$ cat config.mk
export PLATFORM = sky130hd
export DESIGN_NAME = htm_conflict_tracker
export DESIGN_NICKNAME = d
export VERILOG_FILES = /design/src/rtl/htm_pkg.sv /design/src/rtl/htm_set_array.sv /design/src/rtl/htm_fail_detect.sv /design/src/rtl/htm_conflict_tracker.sv
export SDC_FILE = /design/constraint.sdc
export NUM_CORES = 1
export LEC_CHECK = 0
export BUFFER_PORTS_ARGS = -buffer_cell sky130_fd_sc_hd__buf_2
export CAP_MARGIN = 10
export CORE_MARGIN = 1
export CORE_UTILIZATION = 49
export CTS_CLUSTER_SIZE = 28
export DETAILED_ROUTE_END_ITERATION = 6
export GPL_TIMING_DRIVEN = 1
export PLACE_DENSITY_LB_ADDON = 0.08
export SLEW_MARGIN = 20
export SYNTH_ARGS = -nofsm -noshare
export SYNTH_HDL_FRONTEND = slang
export SYNTH_SLANG_ARGS = --single-unit
export TNS_END_PERCENT = 5
$ cat constraint.sdc
create_clock -name clk -period 1.8 [get_ports clk]
set_clock_uncertainty 0.2 [all_clocks]
set_input_delay 0.09 -clock clk [delete_from_list [all_inputs] [get_ports clk]]
set_output_delay 0.09 -clock clk [all_outputs]
set_load 0.05 [all_outputs]
$ cat src/rtl/htm_pkg.sv
package htm_pkg;

    typedef enum logic [1:0] {
        CMD_NONE   = 2'd0,
        CMD_BEGIN  = 2'd1,
        CMD_COMMIT = 2'd2,
        CMD_ABORT  = 2'd3
    } htm_cmd_e;

    typedef enum logic [1:0] {
        RSN_NONE     = 2'd0,
        RSN_INVAL    = 2'd1,
        RSN_RREAD    = 2'd2,
        RSN_CAPACITY = 2'd3
    } htm_reason_e;

endpackage

$ cat src/rtl/htm_set_array.sv
module htm_set_array #(
    parameter int NUM_LINES = 8,
    localparam int IDX_W = $clog2(NUM_LINES)
) (
    input  logic                 clk,
    input  logic                 rst_n,
    input  logic                 set_en,
    input  logic                 set_wr,
    input  logic [IDX_W-1:0]     set_line,
    input  logic                 clr_all,
    output logic [NUM_LINES-1:0] rd_set,
    output logic [NUM_LINES-1:0] wr_set
);

    typedef struct packed {
        logic [NUM_LINES-1:0] rd;
        logic [NUM_LINES-1:0] wr;
    } sets_t;

    sets_t sets_d, sets_q;

    for (genvar g = 0; g < NUM_LINES; g++) begin : g_line
        logic hit_d;
        always_comb begin
            hit_d = set_en && (set_line == IDX_W'(g));
            if (clr_all) begin
                sets_d.rd[g] = 1'b0;
                sets_d.wr[g] = 1'b0;
            end else begin
                sets_d.rd[g] = sets_q.rd[g] | (hit_d & ~set_wr);
                sets_d.wr[g] = sets_q.wr[g] | (hit_d & set_wr);
            end
        end
    end

    always_ff @(posedge clk) begin
        if (!rst_n) sets_q <= '0;
        else        sets_q <= sets_d;
    end

    assign rd_set = sets_q.rd;
    assign wr_set = sets_q.wr;

    AST_CLEAR_WINS: assert property (@(posedge clk) disable iff (!rst_n)
        clr_all |=> (rd_set == '0) && (wr_set == '0));

    AST_SET_MARKS_LINE: assert property (@(posedge clk) disable iff (!rst_n)
        (set_en && !clr_all && set_wr) |=> wr_set[$past(set_line)]);

endmodule

$ cat src/rtl/htm_fail_detect.sv
module htm_fail_detect
    import htm_pkg::*;
#(
    parameter int NUM_LINES = 8,
    localparam int IDX_W = $clog2(NUM_LINES)
) (
    input  logic [NUM_LINES-1:0] rd_set,
    input  logic [NUM_LINES-1:0] wr_set,
    input  logic                 snp_valid,
    input  logic                 snp_inv,
    input  logic [IDX_W-1:0]     snp_line,
    input  logic                 evict_valid,
    input  logic [IDX_W-1:0]     evict_line,
    output logic                 hit,
    output htm_reason_e          reason
);

    logic snp_rd, snp_wr, ev_rd, ev_wr;

    always_comb begin
        snp_rd = rd_set[snp_line];
        snp_wr = wr_set[snp_line];
        ev_rd  = rd_set[evict_line];
        ev_wr  = wr_set[evict_line];
        hit    = 1'b0;
        reason = RSN_NONE;
        if (snp_valid && snp_inv && (snp_rd || snp_wr)) begin
            hit    = 1'b1;
            reason = RSN_INVAL;
        end else if (snp_valid && !snp_inv && snp_wr) begin
            hit    = 1'b1;
            reason = RSN_RREAD;
        end else if (evict_valid && (ev_rd || ev_wr)) begin
            hit    = 1'b1;
            reason = RSN_CAPACITY;
        end
    end

    always_comb begin
        if (hit) begin
            AST_HIT_HAS_REASON: assert (reason != RSN_NONE);
        end
    end

endmodule

$ cat src/rtl/htm_conflict_tracker.sv
module htm_conflict_tracker
    import htm_pkg::*;
#(
    parameter int NUM_LINES = 8,
    localparam int IDX_W = $clog2(NUM_LINES)
) (
    input  logic                 clk,
    input  logic                 rst_n,
    input  logic                 req_valid,
    input  logic                 req_write,
    input  logic [1:0]           req_cmd,
    input  logic [IDX_W-1:0]     req_line,
    input  logic                 snp_valid,
    input  logic                 snp_inv,
    input  logic [IDX_W-1:0]     snp_line,
    input  logic                 evict_valid,
    input  logic [IDX_W-1:0]     evict_line,
    output logic                 cache_access_o,
    output logic                 rsp_valid_o,
    output logic                 rsp_failed_o,
    output logic [1:0]           rsp_reason_o,
    output logic                 tx_active_o,
    output logic                 publish_o,
    output logic [NUM_LINES-1:0] inval_mask_o,
    output logic [NUM_LINES-1:0] rd_set_o,
    output logic [NUM_LINES-1:0] wr_set_o
);

    typedef struct packed {
        logic                 active;
        logic                 failed;
        htm_reason_e          reason;
        logic                 rsp_valid;
        logic                 rsp_failed;
        htm_reason_e          rsp_reason;
        logic                 publish;
        logic [NUM_LINES-1:0] inval_mask;
    } ctrl_t;

    ctrl_t ctrl_d, ctrl_q;

    htm_cmd_e             cmd;
    logic                 is_mem, is_cmd, failed_now;
    logic                 set_en, clr_all;
    logic                 det_hit;
    htm_reason_e          det_reason;
    logic [NUM_LINES-1:0] rd_set, wr_set;

    htm_set_array #(.NUM_LINES(NUM_LINES)) u_sets (
        .clk      (clk),
        .rst_n    (rst_n),
        .set_en   (set_en),
        .set_wr   (req_write),
        .set_line (req_line),
        .clr_all  (clr_all),
        .rd_set   (rd_set),
        .wr_set   (wr_set)
    );

    htm_fail_detect #(.NUM_LINES(NUM_LINES)) u_detect (
        .rd_set      (rd_set),
        .wr_set      (wr_set),
        .snp_valid   (snp_valid),
        .snp_inv     (snp_inv),
        .snp_line    (snp_line),
        .evict_valid (evict_valid),
        .evict_line  (evict_line),
        .hit         (det_hit),
        .reason      (det_reason)
    );

    always_comb begin
        cmd        = htm_cmd_e'(req_cmd);
        is_mem     = req_valid && (req_write || cmd == CMD_NONE);
        is_cmd     = req_valid && !req_write && cmd != CMD_NONE;
        failed_now = ctrl_q.active && ctrl_q.failed;
        set_en     = is_mem && ctrl_q.active && !ctrl_q.failed;
        clr_all    = 1'b0;

        ctrl_d            = ctrl_q;
        ctrl_d.rsp_valid  = req_valid;
        ctrl_d.rsp_failed = 1'b0;
        ctrl_d.rsp_reason = RSN_NONE;
        ctrl_d.publish    = 1'b0;
        ctrl_d.inval_mask = '0;

        if (is_mem && failed_now) begin
            ctrl_d.rsp_failed = 1'b1;
            ctrl_d.rsp_reason = ctrl_q.reason;
        end

        // first conflict only; reason stays sticky
        if (ctrl_q.active && !ctrl_q.failed && det_hit) begin
            ctrl_d.failed = 1'b1;
            ctrl_d.reason = det_reason;
        end

        // commands override a same-cycle conflict
        if (is_cmd && cmd == CMD_BEGIN && !ctrl_q.active) begin
            ctrl_d.active = 1'b1;
            ctrl_d.failed = 1'b0;
            ctrl_d.reason = RSN_NONE;
        end
        if (is_cmd && cmd == CMD_COMMIT && ctrl_q.active) begin
            if (ctrl_q.failed) begin
                ctrl_d.rsp_failed = 1'b1;
                ctrl_d.rsp_reason = ctrl_q.reason;
            end else begin
                ctrl_d.publish = 1'b1;
                ctrl_d.active  = 1'b0;
                ctrl_d.failed  = 1'b0;
                ctrl_d.reason  = RSN_NONE;
                clr_all        = 1'b1;
            end
        end
        if (is_cmd && cmd == CMD_ABORT && ctrl_q.active) begin
            ctrl_d.inval_mask = wr_set;
            ctrl_d.active     = 1'b0;
            ctrl_d.failed     = 1'b0;
            ctrl_d.reason     = RSN_NONE;
            clr_all           = 1'b1;
        end
    end

    always_ff @(posedge clk) begin
        if (!rst_n) ctrl_q <= '0;
        else        ctrl_q <= ctrl_d;
    end

    assign cache_access_o = is_mem && !failed_now;
    assign rsp_valid_o    = ctrl_q.rsp_valid;
    assign rsp_failed_o   = ctrl_q.rsp_failed;
    assign rsp_reason_o   = ctrl_q.rsp_reason;
    assign tx_active_o    = ctrl_q.active;
    assign publish_o      = ctrl_q.publish;
    assign inval_mask_o   = ctrl_q.inval_mask;
    assign rd_set_o       = rd_set;
    assign wr_set_o       = wr_set;

    AST_IDLE_SETS_CLEAR: assert property (@(posedge clk) disable iff (!rst_n)
        !tx_active_o |-> (rd_set_o == '0) && (wr_set_o == '0));

    AST_FAILED_RSP_FLAGGED: assert property (@(posedge clk) disable iff (!rst_n)
        (is_mem && failed_now) |=> rsp_failed_o && (rsp_reason_o != 2'd0));

    AST_FAILED_SETS_FROZEN: assert property (@(posedge clk) disable iff (!rst_n)
        (is_mem && failed_now) |=> $stable(rd_set_o) && $stable(wr_set_o));

    AST_ABORT_INVAL: assert property (@(posedge clk) disable iff (!rst_n)
        (is_cmd && cmd == CMD_ABORT && tx_active_o)
        |=> (inval_mask_o == $past(wr_set_o)) && !tx_active_o);

    AST_COMMIT_OK: assert property (@(posedge clk) disable iff (!rst_n)
        (is_cmd && cmd == CMD_COMMIT && tx_active_o && !failed_now)
        |=> publish_o && (inval_mask_o == '0) && !tx_active_o);

    AST_COMMIT_FAILED: assert property (@(posedge clk) disable iff (!rst_n)
        (is_cmd && cmd == CMD_COMMIT && failed_now)
        |=> !publish_o && rsp_failed_o && tx_active_o);

    AST_RSP_FOLLOWS_REQ: assert property (@(posedge clk) disable iff (!rst_n)
        req_valid |=> rsp_valid_o);

endmodule

### Word-level counts from Yosys, hierarchy flattened

Cells that the tools add are included.

| word-level totals | value |
|---|---|
| register bits after elaboration | 33 |
| output and inout port bits | 31 |

| cells by class | value |
|---|---|
| reduce and logical (&&, ||, !) cells | 44 |
| bitwise gates (word level) | 34 |
| muxes and demuxes | 24 |
| magnitude comparators | 2 |
| equality and inequality tests | 10 |

Operator list:

| operator | count |
|---|---|
| $logic_and A1 B1 Y1 | 29 |
| $and A1 B1 Y1 | 16 |
| $mux W4 | 4 |
| $or A1 B1 Y1 | 16 |
| $bmux W1 S3 | 4 |
| $eq A3 B3 Y1 const B | 4 |
| $mux W1 | 10 |
| $mux W3 | 3 |
| $lt A3 B4 Y1 const B | 2 |
| $eq A3 B2 Y1 const B | 2 |
| $mux W2 | 3 |
| $logic_not A1 Y1 | 5 |
| $eq A2 B2 Y1 const B | 2 |
| $reduce_and A2 Y1 | 2 |
| $reduce_or A2 Y1 | 2 |
| $eq A3 B1 Y1 const B | 1 |
| $logic_not A3 Y1 | 1 |
| $logic_or A1 B1 Y1 | 3 |
| $eq A2 B1 Y1 const B | 1 |
| $logic_not A2 Y1 | 1 |
| $not A1 Y1 | 2 |
| $reduce_bool A2 Y1 | 1 |

### Logic depth before layout (Yosys ltp)

Gate-level depths: netlist of the first run.

| depth | value |
|---|---|
| word-level depth | 12 |
| depth in mapped cells | 6 |

### Hierarchy

Synthesis of the first run repeated with hierarchy kept, for this count alone.

| unflattened totals | value |
|---|---|
| cell total of the unflattened synthesis | 137 |
| area total of the unflattened synthesis | 1545.2 µm² |

By module, submodules not included:

| module | times used | area each (µm²) | cells an instance |
|---|---|---|---|
| htm_conflict_tracker | 1 | 708.2 | 66 |
| htm_set_array | 1 | 559.3 | 43 |
| htm_fail_detect | 1 | 277.8 | 28 |

### Worst setup path before layout of the first run

Ideal clock, no wire load.

| timing path | value |
|---|---|
| path kind | register to register |
| start | reg ctrl_q (netlist bit tx_active_o) |
| end | reg ctrl_q[14] (netlist name) |
| required time | 1.509 ns |
| clock period less this slack | 1.990 ns |
| path slack | -0.190 ns |
| arrival time | 1.699 ns |
| stages on the path, launching flop included | 7 |
| library setup time | 0.091 ns |
| path through | dfxtp_1 -> buf_2 -> nand3b_1 -> a2111oi_0 -> a21oi_1 -> o31a_1 -> a311oi_1 |

| between the ends | value |
|---|---|
| word-level cells in the longest chain between the ends | 6 |

RTL lines:

| item | line | text |
|---|---|---|
| from (decl) | htm_conflict_tracker.sv:40 | `ctrl_t ctrl_d, ctrl_q;` |
| from (signal assigned) | htm_conflict_tracker.sv:127 | `else ctrl_q <= ctrl_d;` |
| $logic_and A1 B1 Y1 (2 in a row) | htm_conflict_tracker.sv:93 | `if (ctrl_q.active && !ctrl_q.failed && det_hit) begin` |
| $mux W3 | htm_conflict_tracker.sv:93 |  |
| $mux W4 | htm_conflict_tracker.sv:99 | `if (is_cmd && cmd == CMD_BEGIN && !ctrl_q.active) begin` |
| $mux W4 | htm_conflict_tracker.sv:105 | `if (ctrl_q.failed) begin` |
| $mux W4 | htm_conflict_tracker.sv:104 | `if (is_cmd && cmd == CMD_COMMIT && ctrl_q.active) begin` |

Parallel ways exist; a longest one is shown, timed or not.
A chain may end at the register's enable or synchronous reset.

### Worst setup path in the final report of the first run

| timing path | value |
|---|---|
| start | in req_cmd[0] |
| end | out cache_access_o |

| between the ends | value |
|---|---|
| word-level cells in the longest chain between the ends | 4 |

RTL lines:

| item | line | text |
|---|---|---|
| from (decl) | htm_conflict_tracker.sv:11 | `input logic [1:0] req_cmd,` |
| $logic_not A2 Y1 | htm_conflict_tracker.sv:74 | `is_mem = req_valid && (req_write \|\| cmd == CMD_NONE);` |
| $logic_or A1 B1 Y1 | htm_conflict_tracker.sv:74 |  |
| $logic_and A1 B1 Y1 | htm_conflict_tracker.sv:74 |  |
| $logic_and A1 B1 Y1 | htm_conflict_tracker.sv:130 | `assign cache_access_o = is_mem && !failed_now;` |
| to (decl) | htm_conflict_tracker.sv:18 | `output logic cache_access_o,` |

No other way between the ends.

==> summary.md, run 1 <==
The cell count after synthesis came out at 170. The number of vias after detailed routing was 1435; the post-layout minimum cycle time was 1.727 ns. The run gives 0.7324 as the max-slew headroom at the worst pin.

The synthesized flop and latch total was 33; the overflow left after global routing was 0. The core region is 0.002805 mm². The flow ran to the end, but the final reports show violations.

The startpoint of the worst setup timing path was req_cmd[0]. The flop-to-flop setup slack was 0.10 ns; the detailed-route vias per instance was 5.519. The most used flip-flop cell after synthesis is sky130_fd_sc_hd__dfxtp_1. The aggregate global-route resource usage came out at 0.2299. The worst hold path belongs to the class in2reg.

The distinct cell type count of the synthesized netlist came out at 37. The clock reaches the later pin of the worst-skew pair after 0.34 ns. The die is 56.87 µm tall. Buffers placed on the I/O ports in this run total 48. The tools report the first-pass GRT wire length as 5589 µm.

Data on the critical path is required at its endpoint by 1.51 ns. In this run the remaining antenna-violating nets after routing total 0. After clock tree synthesis, the clock-pin slew on the worst setup and hold paths is 0.10 ns. For the initial antenna violation count, the log shows 0. Dividing the detail-routed wire length by the instance count gives 13.86 µm.

The H-tree was split into 2 levels. In this run the worst path has a maximum fanout of 6. The number of buffers created by CTS is 5.

From synthesis to final layout, the design area changed by 29.86%. Across the VDD grid, the largest voltage drop is 451.8 µV. Detailed placement ended at an HPWL of 2520 µm. The repair_antennas step left the layout with diodes totalling 0. In this run the cell area of the synthesized design comes to 0.001475 mm². The run gives 0.0008979 µW as the leakage power summed over all cells.

The share of async-settable or async-resettable flops after synthesis was 0; the full die area was 0.003234 mm². Pin placement for this block handled 49 I/O pins. The logs give 6 for the first-pass iteration count of the detailed router and 188 for the post-synthesis net count. The slew of the pin with the lowest slew margin is 0.3972 ns.

Power spread over the standard cell area amounts to 715.4 mW/mm². In the routed design, unresolved DRC markers number 6. TritonCTS built the clock tree. The worst register-to-register path begins at ctrl_q[15]$_SDFF_PP0_. The startpoint of the tightest hold check path is req_write.

The worst setup path is captured at a primary output. The tools report the total number of clock tree sinks as 33. After the last flow step, the layout net total stands at 246. The count of warnings emitted by yosys is 0. The first routing iteration left 73 violations.

Based on the critical path, the design can be clocked at up to 579.1 MHz. The kind of launch point of the worst setup path was an input pin. The sequential-to-total area share from yosys stat was 0.4478; the final period utilization was 0.9593.

The root buffer cell chosen for the clock tree is sky130_fd_sc_hd__clkbuf_4. The tools report the max-capacitance violation count as 0. The number of endpoints with negative hold slack in the final report is 0, and the overall power after layout is 1370 µW. The fraction of layout instances using a drive strength above 1 is 0.3188, and the final-layout fill cell count is 246. Each instance of the synthesized netlist takes up on average 8.677 µm².

In this run the deepest clock path goes through 2 buffers. The kind of critical path is in2out. Critical path data arrival time: 1.44 ns.

Accumulated negative setup slack: 0 ns. The run gives 0 as the max-slew violation total from the final report. The final reports fail on design-rule violations.

The die is 56.87 µm wide. Entering global routing, the biggest net connects 17 pins. The total of endpoints with negative setup slack in the final report is 0, and the placement row count is 19. Setup repair after global routing left no endpoint under its margin. Yosys mapped a number of flops with a built-in enable equal to 0. After detailed routing, the total wire length is 3604 µm.

The run gives 1182 as the number of global-route vias before repair. The final weighted congestion of routability-driven global placement was 0.9046; the initial cell density of the core was 0.5259.
-- cells in the mapped netlist (2+ instances only) --
library cell               number  area (µm²)
sky130_fd_sc_hd__a21oi_1       18       90.09
sky130_fd_sc_hd__a31oi_1        6       37.54
sky130_fd_sc_hd__and2_1        10       62.56
sky130_fd_sc_hd__buf_2          3       15.01
sky130_fd_sc_hd__buf_4         10       75.07
sky130_fd_sc_hd__dfxtp_1       33       660.6
sky130_fd_sc_hd__inv_1          4       15.01
sky130_fd_sc_hd__mux2i_1        3       30.03
sky130_fd_sc_hd__nand2_1       10       37.54
sky130_fd_sc_hd__nand2b_1       2       12.51
sky130_fd_sc_hd__nand3_1        2       10.01
sky130_fd_sc_hd__nor2_1        27       101.4
sky130_fd_sc_hd__nor2b_1        7       43.79
sky130_fd_sc_hd__nor3_1         8       40.04
sky130_fd_sc_hd__nor3b_1        3       22.52
sky130_fd_sc_hd__o21ai_0        3       15.01
-- through the flow --
step,utilization,hold slack [ns],cells,cell area [µm²],setup WS [ns]
finish,0.6829,0.06508,260,1916,0.07322
global route,0.6829,0.07421,260,1916,0.004686
CTS,0.6775,0.01969,260,1901,0.02334
detailed placement,0.6026,0.1559,238,1690,0.06709
global placement,0.6026,0.1551,238,1690,0.08948
floorplan,-,0.008307,170,1486,-0.005626
-- path summary, 6_finish.rpt --
kind / cells after the start / end
worst max-delay path: 6 / cache_access_o
worst min-delay path: 4 / u_sets.rd_set[0]$_SDFF_PP0_
worst max register to register: 5 / ctrl_q[14]$_SDFF_PP0_
worst min register to register: 1 / rsp_reason_o[0]$_SDFF_PN0_
-- power breakdown --
group / switching [µW] / internal (µW)
combinational: 85.4 / 66.7
sequential: 5.01 / 733
clock: 254 / 226
-- layout by cell type, fill, tap and decap left out, types with 2 or more instances in the layout --
cell type and instances:
sky130_fd_sc_hd__buf_2 47, sky130_fd_sc_hd__nor2_1 27, sky130_fd_sc_hd__dfxtp_1 25, sky130_fd_sc_hd__a21oi_1 18, sky130_fd_sc_hd__dlygate4sd3_1 13, sky130_fd_sc_hd__nand2_1 10, sky130_fd_sc_hd__and2_1 10, sky130_fd_sc_hd__nor3_1 8
sky130_fd_sc_hd__dfxtp_2 7, sky130_fd_sc_hd__nor2b_1 6, sky130_fd_sc_hd__a31oi_1 6, sky130_fd_sc_hd__clkbuf_4 5, sky130_fd_sc_hd__buf_4 5, sky130_fd_sc_hd__inv_1 4, sky130_fd_sc_hd__o21ai_0 3, sky130_fd_sc_hd__nor3b_1 3
sky130_fd_sc_hd__mux2i_1 3, sky130_fd_sc_hd__nand2b_1 2, sky130_fd_sc_hd__nand3_1 2, sky130_fd_sc_hd__clkbuf_8 2
-- kinds of logic after synthesis --
logic type | Yosys count | share of synthesized area
AO/OA/AOI/OAI | 39 | 0.1654
buffers and inverters | 19 | 0.08141
flip-flops | 33 | 0.4478
AND/OR/NAND/NOR | 73 | 0.2443
multiplexers | 6 | 0.06107
-- sequential cells by signal, summed over array words and instances, names as in the netlist --
register	cells
u_sets.wr_set	8
inval_mask_o	8
u_sets.rd_set	8
rsp_failed_o	1
rsp_reason_o	2
tx_active_o	1
ctrl_q	3
publish_o	1
rsp_valid_o	1
-- critical path: stages --
cell                            delay, ns
sky130_fd_sc_hd__dlygate4sd3_1       0.53
sky130_fd_sc_hd__buf_2               0.16
sky130_fd_sc_hd__nor2_1              0.17
sky130_fd_sc_hd__o21ai_0             0.10
sky130_fd_sc_hd__a21oi_1             0.12
sky130_fd_sc_hd__buf_2               0.27
-- per-layer routing --
| layer | part of all wire | up-vias | track usage |
|---|---|---|---|
| li1 | - | 702 | - |
| met1 | 0.46 | 657 | 0.3179 |
| met2 | 0.45 | 69 | 0.3367 |
| met3 | 0.085 | 7 | 0.07834 |
| met4 | 0.012 | 0 | 0.07317 |
| met5 | 0 | - | 0 |
-- what timing repair did --
item | 4_1_cts | 5_1_grt
resized for setup | 0 | 6
hold buffers | 14 | 0
setup endpoints to repair | 0 | 3
hold endpoints to repair | 17 | 0
buffers inserted | 0 | 0
-- cell type report --
cell class,instances,area (µm²),area share
sequential,33,673.1,0.3514
timing repair buffer,66,415.4,0.2169
multi-input combinational,118,703.2,0.3671
tap,31,38.79,0.02025
inverter,4,15.01,0.007838
clock buffer,7,65.06,0.03396
clock inverter,1,5.005,0.002613
(Power assumes the default switching activity.)
==> inputs of run 2 (changes only) <==
Settings changed: BUFFER_PORTS_ARGS -buffer_cell sky130_fd_sc_hd__buf_2 to unset, CORE_UTILIZATION 49 to 53, DONT_BUFFER_PORTS set to 1, SYNTH_HIERARCHICAL set to 1.
==> summary.md, run 2 <==
The flow ran to the end, but the final reports show violations. The checks that failed: negative hold slack, negative setup slack. Grouping stages by cell kind, the critical path spends the most delay in multiplexers. The tools report the post-synthesis instance total as 137.

Library cell occupying the most area in the post-synthesis netlist: sky130_fd_sc_hd__dfxtp_1. In the final layout, flip-flops and latches occupy 683.2 µm². The area of the core came out at 0.002758 mm².

Global routing finished with a remaining overflow of 0. The logs give 3 for the total of endpoints with negative setup slack in the final report and 5 for the number of buffers created by CTS. The number of placed I/O pins came out at 49.

Counting along the longest clock path gives a buffer depth of 2. The post-layout minimum cycle time came out at 2.084 ns. The final worst setup slack was -0.2842 ns.

For the DRC violation count after routing, the log shows 0. Total number of nets in the final design: 194. The die is 56.00 µm tall. Fraction of layout instances using a drive strength above 1: 0.4576.

For the utilization of the core after routing, the log shows 0.7432. Category of the worst setup path capture point: a register. The number of endpoints with negative hold slack in the final report was 2; the critical-path maximum fanout was 2. The number of global-route vias before repair is 1277, and the flop-to-flop setup slack is -0.28 ns. The logs give 155 for the post-synthesis net count and 4 for the first-pass iteration count of the detailed router. The critical path contains buffers and inverters numbering 2 combined. The final weighted congestion of routability-driven global placement was 0.9015; the detailed-route vias per instance was 6.130. Once detailed placement completed, the half-perimeter wirelength came to 2728 µm. The DRC marker count from the first detailed-route iteration is 60.

The library cells used most frequently in the layout, excluding fill and tap cells, are sky130_fd_sc_hd__buf_4 (26), sky130_fd_sc_hd__dfxtp_1 (17), sky130_fd_sc_hd__o2bb2ai_1 (16). CTS built an H-tree with a depth of 2. The synthesized flop and latch total was 33. The fraction of post-synthesis cell area in the top cell type by area was 0.4275. The max-slew violation total from the final report is 0, and the distinct cell type count of the synthesized netlist is 46. The worst hold slack after final layout was -0.06094 ns.

After detailed routing, the total wire length is 3983 µm. Based on the critical path, the design can be clocked at up to 479.8 MHz. Compared with the post-synthesis result, the final layout area differs by 32.63%. The initial antenna violation count was 0; the source-to-sink clock delay at the later pin of the worst-skew pair was 0.33 ns. Initial cell density of the core: 0.5603. The kind of path behind the tightest hold check is in2reg. The predominant post-synthesis flop cell is sky130_fd_sc_hd__dfxtp_1.

The run gives 192 as the final-layout fill cell count. The floorplan step defined a die boundary enclosing 0.003135 mm². The placement row count is 19, and the count of warnings emitted by yosys is 6. In the final routed layout, each cell accounts on average for 19.15 µm.

The repair_antennas step left the layout with diodes totalling 0. The signal on the critical path passes through mux4_2 -> mux2_4 -> buf_6 -> o211ai_2 -> buf_4 -> o21ai_2 -> mux2i_1 -> nor3_1. For the first-pass GRT wire length, the log shows 6175 µm.

The kind of critical path is reg2reg. The aggregate global-route resource usage came out at 0.2614. Power spread over the standard cell area amounts to 685.0 mW/mm². Kind of launch point of the worst setup path: a register. After synthesis, the mean cell area works out to 11.28 µm².

The multi-input combinational cells in the finished layout cover a total of 859.6 µm². The max-slew headroom at the worst pin was 0.5334. The overall power after layout is 1404 µW. The cell at the slowest stage of the critical path was sky130_fd_sc_hd__mux4_2.

By count the netlist is led by sky130_fd_sc_hd__dfxtp_1 (33), sky130_fd_sc_hd__o2bb2ai_1 (16), sky130_fd_sc_hd__and2_1 (11), sky130_fd_sc_hd__buf_4 (11), sky130_fd_sc_hd__nor3_1 (6). Yosys attributes the largest share of cell area to sky130_fd_sc_hd__dfxtp_1 (43%), sky130_fd_sc_hd__o2bb2ai_1 (9.1%), sky130_fd_sc_hd__buf_4 (5.3%). The tree built by TritonCTS fans out to 33 sinks. Port buffering added 0 buffers.

For the critical path data arrival time, the log shows 2.10 ns. The floorplan die width works out to 56.00 µm. Leaving out fill and tap cells, the most frequent cell in the layout is sky130_fd_sc_hd__buf_4. The run gives 0.4275 as the sequential-to-total area share from yosys stat.

OpenSTA, run right after detailed placement, puts the worst setup slack at -0.2853 ns. The share of async-settable or async-resettable flops after synthesis is 0. Among all cell types in the netlist, the one instantiated most often is sky130_fd_sc_hd__dfxtp_1. For this run, the slowest stage of the critical path takes 0.47 ns. The run gives 1.81 ns as the required time of the critical path.

The synthesized design contains 0 enable-type register cells. The synthesized netlist occupies a cell area of 0.001545 mm². Summed over all cells, the static leakage comes to 0.0008098 µW. The run gives 0 as the number of nets with antenna violations after routing.

Summing over every cut layer, the via total after detailed routing is 1275. The tool flagged a number of max-cap violations equal to 0. The largest net degree at the start of global routing was 17; the clock-pin slew of the registers on the worst-case setup and hold paths was 0.10 ns. The final period utilization was 1.158. Setup repair after global routing could not meet its margin everywhere. At the pin with the least slew margin, the transition time is 0.6968 ns. The root buffer cell chosen for the clock tree is sky130_fd_sc_hd__clkbuf_4. Largest vdd supply drop: 668.5 µV.

TritonCTS built the clock tree.
## run 2: changes by cell type in the layout (fill, tap and decap cells not counted), moves of 4 or more
cell	delta
sky130_fd_sc_hd__a21oi_1	-17
sky130_fd_sc_hd__a31oi_1	-5
sky130_fd_sc_hd__buf_2	-47
sky130_fd_sc_hd__buf_4	+21
sky130_fd_sc_hd__buf_6	+4
sky130_fd_sc_hd__dfxtp_1	-8
sky130_fd_sc_hd__dfxtp_2	+8
sky130_fd_sc_hd__nand2_1	-6
sky130_fd_sc_hd__nor2_1	-24
sky130_fd_sc_hd__nor2b_1	-6
sky130_fd_sc_hd__o2bb2ai_1	+16
## run 2: area by class of cell
type	count	share of cell area
sequential	33	0.3333
clock buffer	8	0.03907
tap	31	0.01893
timing repair buffer	44	0.1856
multi-input combinational	90	0.4194
inverter	2	0.003663
## run 2: power by group
group          internal [µW]  total [µW]  switching, µW
registers                731         738           6.93
clock network            276         524            248
logic                   68.4         141           73.1
## run 2: logic make-up after synthesis
| logic type | after synthesis | synth area share |
|---|---|---|
| buffers and inverters | 14 | 0.06559 |
| flip-flops | 33 | 0.4275 |
| multiplexers | 8 | 0.09311 |
| AO/OA/AOI/OAI | 31 | 0.1668 |
| AND/OR/NAND/NOR | 51 | 0.2470 |
## run 2: stage by stage
| stage | setup TNS (ns) | instances | hold WS [ns] | area (µm²) |
|---|---|---|---|---|
| 2_1_floorplan | -4.839 | 137 | -0.03275 | 1580 |
| 3_3_place_gp | -1.440 | 183 | -0.02658 | 1728 |
| 3_5_place_dp | -2.503 | 183 | -0.02543 | 1728 |
| 4_1_cts | -0.5197 | 205 | -0.3156 | 1972 |
| 5_1_grt | -0.7183 | 208 | -0.05368 | 2049 |
| 6_report | -0.5606 | 208 | -0.06094 | 2049 |
## run 2: path summary, 6_finish.rpt
path,from,depth (start not counted),endpoint
worst max-delay path,u_sets/rd_set[6]$_SDFF_PP0_,8,ctrl_q[13]$_SDFF_PP0_
worst min-delay path,snp_inv,4,ctrl_q[15]$_SDFF_PP0_
worst max register to register,u_sets/rd_set[6]$_SDFF_PP0_,8,ctrl_q[13]$_SDFF_PP0_
worst min register to register,ctrl_q[13]$_SDFF_PP0_,1,rsp_reason_o[0]$_SDFF_PN0_
## run 2: per-layer routing
layer  wire length (µm)  track usage
met5                  0            0
met4                 54      0.08711
met3                263      0.09302
met2               1911       0.4269
met1               1754       0.3209
## run 2: tightest hold or removal path, cell delays in order
cell                      delay [ns]
sky130_fd_sc_hd__a21oi_4        0.04
sky130_fd_sc_hd__o21ai_2        0.12
sky130_fd_sc_hd__a21oi_1        0.06
sky130_fd_sc_hd__nor3_1         0.12
## run 2: repair_timing
| action | 4_1_cts | 5_1_grt |
|---|---|---|
| hold buffers | 11 | 3 |
| setup endpoints to repair | 19 | 9 |
| resized for setup | 12 | 7 |
| setup buffers | 3 | 0 |
| pin swaps | 4 | 2 |
| endpoints found under the hold margin | 33 | 19 |
==> inputs of run 3 (changes only) <==
Settings changed: CORE_UTILIZATION 53 to 55.
==> summary.md, run 3 (synthesis results as in run 2) <==
The flow ran to the end, but the final reports show violations. The final reports fail on negative hold slack, negative setup slack. The die covers 0.003026 mm². The buffer depth of the longest clock path was 2; the clock group share of total power was 0.402. The slowest stage of the critical path is the sky130_fd_sc_hd__mux4_2 cell. The max-slew violation total from the final report was 0. After detailed routing, the average wire length per cell comes to 19.77 µm. The clock net in this run drives a total of 33 sinks. Fill cells in the final layout number 181.

TritonCTS built the clock tree. The cell family contributing the most delay on the critical path is multiplexers. The library cell used most frequently in the layout, excluding fill and tap cells, is sky130_fd_sc_hd__buf_4.

The clock-pin slew of the registers on the worst-case setup and hold paths was 0.10 ns; the max-slew headroom at the worst pin was 0.5636. The clock root buffer master was sky130_fd_sc_hd__clkbuf_4. The count of inserted antenna diode cells was 0; the source-to-sink clock delay at the later pin of the worst-skew pair was 0.34 ns. At the pin with the least slew margin, the transition time is 0.6517 ns. The worst setup path is captured at a register. For the combinational power share, the log shows 0.089.

Setup repair after global routing could not meet its margin everywhere. Summing internal, switching and leakage power gives 1448 µW. The tools report the number of nets with antenna violations after routing as 0.

Overflow left after global routing: 0. The logs give -0.3183 ns for the worst hold slack after final layout and 19 for the number of endpoints with negative hold slack in the final report. The analysis attributes to net switching a power of 324.9 µW. The congestion estimate from routability-driven global placement came to 0.9263. Kind of launch point of the worst setup path: a register. Internal power comes to 1124 µW. The number of port buffers is 0. Summing all multi-input logic gate instances after layout gives 828.3 µm².

IR analysis of the VDD net gives a maximum drop of 689.1 µV. Leaving out fill and tap cells, the most frequent cells in the layout are sky130_fd_sc_hd__buf_4 (24), sky130_fd_sc_hd__dfxtp_1 (16), sky130_fd_sc_hd__dfxtp_2 (16). The setup slack after placement is -0.3180 ns. The fmax was 480.2 MHz; the final period utilization was 1.157. The post-layout minimum cycle time came out at 2.082 ns. The total number of nets in the final design was 188; the DRC violation count after routing was 0. Dividing the detail-routed via count by the number of cells gives 6.363. The first-pass GRT wire length came out at 5733 µm.

The initial antenna violation count is 0, and the max-capacitance violation count is 0. The final wirelength was 3974 µm; the placement row count was 18. The area of the core is 0.002567 mm², and the delay contributed by the slowest stage of the critical path is 0.45 ns. At the worst endpoint, the required time is 1.83 ns. The count of buffering cells on the critical path with inverters included works out to 0. The sequential share of power is 0.510. The power density relative to cell area came out at 733.2 mW/mm². The kind of critical path is reg2reg. The H-tree was split into 2 levels.

The routed layout has 1279 vias. The kind of path behind the tightest hold check was in2reg. The die is 55.01 µm tall. Critical-path maximum fanout: 3. The tools report the number of placed I/O pins as 49.

Entering global routing, the biggest net connects 17 pins. The HPWL after detailed placement is 2686 µm. After the first detailed-routing iteration, the DRC count stood at 92.

TritonCTS created 5 clock buffers. The sequential cell area was 684.4 µm². The switching part of the total is 0.2243, and the initial cell density of the core is 0.6019. Setup violations remaining at the end of the flow were counted as 3.

Walking the worst path, the cells encountered are mux4_2 -> mux2_4 -> a21oi_1 -> o21ai_1 -> nand3b_1 -> mux2i_1 -> nor3_1. For this design the static power due to leakage is 0.0007967 µW. The fraction of layout instances using a drive strength above 1 was 0.4561. In this run, post-CTS hold repair placed 11 buffers.

The die is 55.01 µm wide. The final worst setup slack was -0.2825 ns. Data arrives at the worst endpoint at 2.11 ns.

The logs give 0.2855 for the aggregate global-route resource usage and 4 for the first-pass iteration count of the detailed router. The number of global-route vias before repair is 1187. The area added between synthesis and finish is 27.85%.
## run 3: cell count changes in the layout (fill, tap and decap cells not counted), sizes merged
cell / previous run / this run
bufinv: 0 / 1
buf: 30 / 27
dlymetal6s4s: 0 / 2
dlygate4sd3: 14 / 9
clkbuf: 8 / 7
## run 3: path summary, 6_finish.rpt
path / from / to / slack [ns] / depth (start not counted)
hold / removal: rst_n / ctrl_q[13]$_SDFF_PP0_ / -0.32 / 2
setup reg to reg: u_sets/rd_set[6]$_SDFF_PP0_ / ctrl_q[13]$_SDFF_PP0_ / -0.28 / 7
setup / recovery: u_sets/rd_set[6]$_SDFF_PP0_ / ctrl_q[13]$_SDFF_PP0_ / -0.28 / 7
hold reg to reg: ctrl_q[13]$_SDFF_PP0_ / rsp_reason_o[0]$_SDFF_PN0_ / 0.26 / 1
## run 3: final cells by class
| class | instances | share of cell area |
|---|---|---|
| Tap cell | 30 | 0.01900 |
| Timing Repair Buffer | 38 | 0.1685 |
| Sequential cell | 33 | 0.3464 |
| Clock buffer | 7 | 0.02787 |
| Inverter | 2 | 0.003800 |
| Multi-Input combinational cell | 90 | 0.4193 |
| Clock inverter | 1 | 0.01520 |
## run 3: timing repair
action | CTS | global route
endpoints found under the hold margin | 33 | 19
pin swaps | 3 | 1
resized for setup | 11 | 7
buffers inserted | 1 | 0
endpoints found under the setup margin | 19 | 6
## run 3: through the flow
step	utilization	std cells	setup TNS (ns)	instance area (µm²)
3_5_place_dp	0.6696	181	-2.360	1719
4_1_cts	0.7617	201	-0.5623	1956
6_report	0.7695	201	-0.6280	1976
3_3_place_gp	0.6696	181	-1.164	1719
2_1_floorplan	-	137	-4.839	1580
5_1_grt	0.7695	201	-0.7823	1976
## run 3: per-layer routing
metal | vias up | global-route usage | routed length (µm)
met5 | - | 0 | 0
met3 | 7 | 0.07104 | 378
li1 | 575 | - | -
met2 | 81 | 0.4357 | 1842
met1 | 616 | 0.3708 | 1686
met4 | 0 | 0.1458 | 66
## run 3: power groups by stage
| stage | Clock, µW | Combinational (µW) | Sequential (µW) |
|---|---|---|---|
| global route | 618 | 133 | 740 |
| global placement | 0 | 89.3 | 755 |
| finish | 582 | 128 | 739 |
| floorplan | 0 | 66.1 | 764 |
| detailed placement | 0 | 91.2 | 755 |
| CTS | 590 | 121 | 738 |
